[config.mk]
export PLATFORM = sky130hd
export DESIGN_NAME = magcmp_chain
export DESIGN_NICKNAME = d
export VERILOG_FILES = /design/src/rtl/magcmp_pkg.sv /design/src/rtl/magcmp_sign_prep.sv /design/src/rtl/magcmp_slice.sv /design/src/rtl/magcmp_slt_ext.sv /design/src/rtl/magcmp_chain.sv
export SDC_FILE = /design/constraint.sdc
export NUM_CORES = 1
export LEC_CHECK = 0
export CAP_MARGIN = 20
export CORE_UTILIZATION = 30
export DETAILED_ROUTE_END_ITERATION = 6
export PLACE_DENSITY_LB_ADDON = 0.15
export SLEW_MARGIN = 0
export SYNTH_ARGS = -nofsm -noshare
export SYNTH_HDL_FRONTEND = slang
export SYNTH_SLANG_ARGS = --single-unit
[constraint.sdc]
create_clock -name vclk -period 2.55
set_input_delay 0.51 -clock vclk [all_inputs]
set_output_delay 0.51 -clock vclk [all_outputs]
set_load 0.01 [all_outputs]
[src/rtl/magcmp_pkg.sv]
package magcmp_pkg;

    typedef struct packed {
        logic lt;
        logic eq;
        logic gt;
    } rel_t;

    localparam rel_t REL_EQ = '{lt: 1'b0, eq: 1'b1, gt: 1'b0};
    localparam rel_t REL_LT = '{lt: 1'b1, eq: 1'b0, gt: 1'b0};
    localparam rel_t REL_GT = '{lt: 1'b0, eq: 1'b0, gt: 1'b1};

    // Relation implied by a single differing bit pair (a-bit set means a is larger).
    function automatic rel_t rel_from_bit(input logic a_bit);
        return a_bit ? REL_GT : REL_LT;
    endfunction

endpackage

[src/rtl/magcmp_sign_prep.sv]
module magcmp_sign_prep
    import magcmp_pkg::*;
#(
    parameter int DATA_W = 16
) (
    input  logic [DATA_W-1:0] a_i,
    input  logic [DATA_W-1:0] b_i,
    input  logic              signed_i,
    output logic [DATA_W-1:0] a_o,
    output logic [DATA_W-1:0] b_o
);
    localparam int MSB = DATA_W - 1;

    // Inverting both sign bits turns two's-complement order into unsigned order.
    always_comb begin
        a_o      = a_i;
        b_o      = b_i;
        a_o[MSB] = a_i[MSB] ^ signed_i;
        b_o[MSB] = b_i[MSB] ^ signed_i;
    end

    always_comb begin
        if (a_i[MSB] == b_i[MSB]) begin
            p_mode_neutral_r8: assert ((a_o ^ b_o) == (a_i ^ b_i));
        end
    end

endmodule

[src/rtl/magcmp_slice.sv]
module magcmp_slice
    import magcmp_pkg::*;
#(
    parameter int SLICE_W = 4
) (
    input  logic [SLICE_W-1:0] a_i,
    input  logic [SLICE_W-1:0] b_i,
    input  rel_t               casc_i,
    output rel_t               rel_o
);

    // Scan from the top bit; the first mismatch wins, otherwise pass the cascade.
    always_comb begin
        logic hit;
        hit   = 1'b0;
        rel_o = casc_i;
        for (int i = SLICE_W - 1; i >= 0; i--) begin
            if (!hit && (a_i[i] != b_i[i])) begin
                hit   = 1'b1;
                rel_o = rel_from_bit(a_i[i]);
            end
        end
    end

    always_comb begin
        if (a_i == b_i) begin
            p_slice_passthru_r6: assert (rel_o == casc_i);
        end else begin
            p_slice_local_r6: assert (rel_o.eq == 1'b0);
        end
    end

endmodule

[src/rtl/magcmp_slt_ext.sv]
module magcmp_slt_ext #(
    parameter int DATA_W = 16
) (
    input  logic              less_i,
    output logic [DATA_W-1:0] word_o
);

    always_comb begin
        word_o    = '0;
        word_o[0] = less_i;
    end

endmodule

[src/rtl/magcmp_chain.sv]
module magcmp_chain
    import magcmp_pkg::*;
#(
    parameter int DATA_W  = 16,
    parameter int SLICE_W = 4
) (
    input  logic [DATA_W-1:0] op_a,
    input  logic [DATA_W-1:0] op_b,
    input  logic              signed_mode,
    output logic              is_less,
    output logic              is_equal,
    output logic              is_greater,
    output logic [DATA_W-1:0] slt_word
);
    localparam int N_SLICES = DATA_W / SLICE_W;

    logic [DATA_W-1:0] a_m;
    logic [DATA_W-1:0] b_m;
    rel_t              chain [0:N_SLICES];

    magcmp_sign_prep #(.DATA_W(DATA_W)) u_prep (
        .a_i      (op_a),
        .b_i      (op_b),
        .signed_i (signed_mode),
        .a_o      (a_m),
        .b_o      (b_m)
    );

    // Bottom slice sees a fixed "equal" so only its own bits matter.
    assign chain[0] = REL_EQ;

    for (genvar s = 0; s < N_SLICES; s++) begin : g_slice
        magcmp_slice #(.SLICE_W(SLICE_W)) u_slice (
            .a_i    (a_m[s*SLICE_W +: SLICE_W]),
            .b_i    (b_m[s*SLICE_W +: SLICE_W]),
            .casc_i (chain[s]),
            .rel_o  (chain[s+1])
        );
    end

    assign is_less    = chain[N_SLICES].lt;
    assign is_equal   = chain[N_SLICES].eq;
    assign is_greater = chain[N_SLICES].gt;

    magcmp_slt_ext #(.DATA_W(DATA_W)) u_slt (
        .less_i (is_less),
        .word_o (slt_word)
    );

    always_comb begin
        p_one_flag_r3: assert ($onehot({is_less, is_equal, is_greater}));
        p_slt_ext_r4: assert (slt_word == {{(DATA_W-1){1'b0}}, is_less});
        if (op_a == op_b) begin
            p_equal_ops_r5: assert (is_equal);
        end
    end

endmodule

==> results of run 1 <==
-- power breakdown --
part / switching, uW / total [uW] / leakage, uW / internal (uW)
clock: 0 / 0 / 0 / 0
sequential: 0 / 0 / 0 / 0
combinational: 178 / 381 / 0.000891 / 203
-- cells by family (layout without fill, tap and decap cells) --
kind of cell | after synthesis | after routing | share of synthesized area (%)
fa+ha+maj | 5 | 5 | 5.41
buf+inv | 27 | 93 | 16.6
simple gates | 63 | 63 | 37.7
mux | 2 | 2 | 1.97
compound gates | 36 | 36 | 29.4
xor+xnor | 10 | 10 | 8.60
other cells | 1 | 15 | 0.368
-- final cells by class --
type / count / area (um^2)
timing repair buffer: 83 / 697
multi-input combinational: 131 / 1080
tap: 44 / 55.1
inverter: 10 / 45.0
fill: 312 / 1250
-- path summary, 6_finish.rpt --
path,startpoint,endpoint
setup / recovery,op_a[8],is_less
hold / removal,op_a[2],is_equal
-- worst min-delay path, stage by stage --
cell and delay (ns):
clkbuf_2 0.12, xnor2_2 0.09, nand4_1 0.13, nor3_2 0.05
buf_2 0.13
-- through the flow --
step                      total power (uW)  hold slack (ns)  TNS, ns  std cells
after floorplan                        189             1.21  -0.0683        158
after global placement                 335             2.28    -3.61        259
after detailed placement               339             2.30    -3.70        259
after CTS                              374             1.65   -0.344        268
after global routing                   409             1.61   -0.601        268
final                                  381             1.55   -0.395        268
-- metal layers --
| layer | vias to the layer above | wire [um] | track usage [%] |
|---|---|---|---|
| li1 | 650 | - | - |
| met1 | 607 | 1380 | 21.0 |
| met2 | 40 | 1720 | 34.1 |
| met3 | 4 | 123 | 0.216 |
| met4 | 0 | 45 | 3.99 |
| met5 | - | 0 | 0 |
-- cells in the mapped netlist, drive strengths merged (2+ instances only) --
cell type,n
a21boi,2
mux2i,2
and3,2
or2b,2
xnor2,6
and2,2
maj3,3
xor2,4
inv,10
buf,17
ha,2
and2b,4
o22ai,2
a31oi,2
a21oi,9
nand3,6
nor2b,10
o21ai,6
nor2,15
o31ai,2
nor4,2
nor3,4
nand2,7
-- timing repair --
item | CTS | global route
gates resized for setup | 104 | 9
endpoints found under the setup margin | 4 | 4
cloned | 0 | 0
pin swaps | 29 | 11
setup buffers | 9 | 0
==> results.txt, run 1 <==
number of nets in the layout - 261
HP Class - input port to output port
post-route ant nets - 0
Final Cycle Share - 106%
Total GRT Usage - 17.6%
Via density - 4.85
layout cells sized above 1 - 45.1%
Clock buffer cells - 0
num ports - 52
final instance area - 1870 um^2
Yosys top cell area share - 11.8%
maxcap violations - 0
initial antenna violation count - 0
Setup crit start kind - input port
highest clock rate - 0.371 GHz
slowest cell delay on critical path - 0.46 ns
critical path data arrival time - 2.18 ns
grt ovf - 0
crit-path max FO - 2
failing checks - setup timing
critical path class - input port to output port
Final Util - 59.9%
leakage - 0.000891 uW
WL per Instance - 12.2 um
vias in the first global route - 1,271
cell at the slowest stage of the critical path - clkdlybuf4s50_1
number of hold buffers added after cts - 0
overall die height - 60.3 um
Place WS - -1.06 ns
CP required - 2.04 ns
Initial Util - 32.6%
CP Cell Sequence - clkdlybuf4s50_1 > nor2b_4 > nand4bb_1 > and3_4 > o32ai_4 > a21oi_2 > buf_4 > a21oi_2 > buf_2
final hold vios - 0
first-pass GRT wire length - 5010 um
Synth-to-Final Area Change - 83.9%
Synth Instances - 144
placed cell area - 1690 um^2
Netlist cell types - 53
Max rail drop VDD - 88.9 uV
Final Max Tran Viols - 0
post-synthesis sequential area ratio - 0%
run status - finished with violations
most frequent cells in the layout - buf_4 (42), dlygate4sd2_1 (18), nor2_1 (15), conb_1 (15), inv_1 (8)
DRC Markers - 0
syn avg cell area - 7.07 um^2
post-synth top area cell - buf_4
diode count - 0
routed vias - 1,301
yosys warns - 0
gpl congestion - 0.927
IO Port Bufs - 37
Chip Width - 60.3 um
Seq Cell Count - 0
most common cell after layout, fill and taps aside - buf_4
Iter 0 DRT Violations - 51
Synth Cell Area - 1020 um^2
Pre-Repair DR Iteration Count - 4
Setup Viol. Count Final - 3
Row Count - 20
Hold Path Stages - 5
Final Critical Period - 2.69 ns
post-detail-place hpwl - 2550 um
core area - 3130 um^2
final WL - 3270 um
largest net degree at the start of global routing - 8
number of cells on the critical path - 9
synth top area cells - buf_4 (12%), nor2b_1 (6.1%), nor2_1 (5.5%)
Most common cell on crit path - a21oi_2
crit end category - output port
Buf/Inv on CP - 3
top cell family by delay on the critical path - buffers and inverters
setup ws final - -0.142 ns
area of the die - 3630 um^2
Reg area - 0 um^2
RSZ-0062 raised after global routing - yes
Pwr Density - 203 nW/um^2
Note: power is estimated with default switching activity, not from simulation.
==> run 2: changes to the inputs <==
Settings changed: SLEW_MARGIN 0 to 30.
==> results of run 2 <==
Final layout, timing and power as in run 1 (identical DEF).
==> run 3: changes to the inputs <==
Settings changed: ABC_AREA set to 0, CORE_MARGIN set to 2.
Clock period 2.55 ns to 2.65 ns, I/O delays scaled along.
==> run 3 against run 2 <==
Routed wire length is 2.6% higher. Critical path depth is 4 higher. Final cell count is 0.37% higher. Utilization is 2.1 points lower. Combinational power is 2% lower. Hold slack better by 0.013 ns. First-iteration DRC count is 9.8% higher. Largest power group unchanged. Sequential share of layout area stayed put. Worst setup slack better by 0.062 ns. Sequential cell count stayed put. The flow still finishes with violations (setup timing). Count of clock-buffer cells in the layout stayed put. Non-clock buffer count is 1 lower.
==> results.txt, run 3 (same netlist as run 1, synthesis figures left out) <==
Reg area - 0 um^2
number of nets in the layout - 260
Iter 0 DRT Violations - 56
run status - finished with violations
critical path data arrival time - 2.20 ns
Final Cycle Share - 103%
Place WS - -1.01 ns
number of fill cells - 323
Final Util - 57.8%
Clock buffer cells - 0
Final Max Tran Viols - 0
routed vias - 1,284
vias in the first global route - 1,282
Multi-input gate area - 1120 um^2
Initial Util - 30.8%
Most Crowded Layer GR - met2
IO Port Bufs - 37
Chip Width - 62.3 um
Most common cell on crit path - nand3_2
num ports - 52
WL per Instance - 12.5 um
overall die height - 62.3 um
setup TNS - -0.159 ns
Total GRT Usage - 16.9%
Hold Path Stages - 5
crit-path max FO - 5
CP required - 2.12 ns
area of the die - 3880 um^2
Via density - 4.77
hold_sp - op_b[2]
DRC Markers - 0
placed insts - 262
final WL - 3350 um
failing checks - setup timing
Pwr Density - 194 nW/um^2
Row Count - 21
Setup crit start kind - input port
met3 usage - 1.99%
top cell family by delay on the critical path - buffers and inverters
highest clock rate - 0.366 GHz
Seq Cell Count - 0
Endpoint, Worst Hold - is_equal
most frequent cells in the layout - buf_4 (43), conb_1 (15), dlygate4sd2_1 (14), nor2_1 (13), inv_1 (8)
first-pass GRT wire length - 5730 um
M1 GR Usage - 20.2%
Max rail drop VDD - 84.7 uV
grt ovf - 0
RSZ-0062 raised after global routing - yes
critical path class - input port to output port
most common cell after layout, fill and taps aside - buf_4
cell at the slowest stage of the critical path - ha_4
post-route insts no fill - 269
post-detail-place hpwl - 2560 um
final hold vios - 0
number of hold buffers added after cts - 0
gpl congestion - 0.840
initial antenna violation count - 0
Buf/Inv on CP - 5
setup ws final - -0.0803 ns
Pwr Total - 372 uW
GR Layer Usage met2 - 33.2%
leakage - 0.000900 uW
diode count - 0
Setup Viol. Count Final - 2
Final Critical Period - 2.73 ns
slowest cell delay on critical path - 0.30 ns
Pre-Repair DR Iteration Count - 4
layout cells sized above 1 - 48.9%
crit end category - output port
maxcap violations - 0
CP Cell Sequence - buf_8 > inv_8 > ha_4 > and3b_2 > o31ai_4 > a22oi_4 > buf_6 > buf_4 > nand3_1 > nand3_2 > nand3_2 > a21oi_2 > buf_2
HP Class - input port to output port
largest net degree at the start of global routing - 7
core area - 3310 um^2
Synth-to-Final Area Change - 88.0%
post-route ant nets - 0
==> run 3: cell types whose count changed in the layout (fill, tap and decap cells not counted), moves of 2 or more <==
cell	change
xnor2_1	-2
clkdlybuf4s50_1	+4
nor2_2	+2
nand3_1	-2
nand3_2	+2
nor2_1	-2
buf_6	-2
dlygate4sd2_1	-4
xnor2_2	+2
==> run 3: what timing repair did <==
| item | in CTS | in global routing |
|---|---|---|
| gates cloned | 0 | 0 |
| endpoints found under the setup margin | 4 | 4 |
| setup buffers | 3 | 4 |
| pin swaps | 25 | 13 |
| resized for setup | 92 | 24 |
==> run 3: how the worst max path moves through the flow <==
stage | start | end | depth (start not counted)
2_1_floorplan | op_a[3] | slt_word[0] | 11
3_3_place_gp | op_a[3] | slt_word[0] | 11
3_5_place_dp | op_a[3] | slt_word[0] | 11
4_1_cts | op_a[3] | slt_word[0] | 11
5_1_grt | op_a[3] | is_less | 13
6_report | op_a[3] | slt_word[0] | 13
==> run 3: metal layers <==
layer / up-vias / wire length, um
li1: 646 / -
met1: 597 / 1400
met2: 39 / 1810
met3: 2 / 127
met4: 0 / 10
met5: - / 0
==> run 3: report_power, final <==
group          switching, uW  leakage (uW)  internal, uW
clock                      0             0             0
combinational            174      0.000900           198
sequential                 0             0             0
==> run 3: layout make-up <==
type	instances	share of cell area, %
inverter	10	2.35
multi-input combinational	131	58.8
tap	46	3.01
timing repair buffer	82	35.9
==> run 3: per-stage QoR <==
| step | instance area, um^2 | hold WS, ns |
|---|---|---|
| 2_1_floorplan | 1110 | 1.25 |
| 3_3_place_gp | 1700 | 2.32 |
| 3_5_place_dp | 1700 | 2.33 |
| 4_1_cts | 1810 | 1.71 |
| 5_1_grt | 1910 | 1.60 |
| 6_report | 1910 | 1.57 |
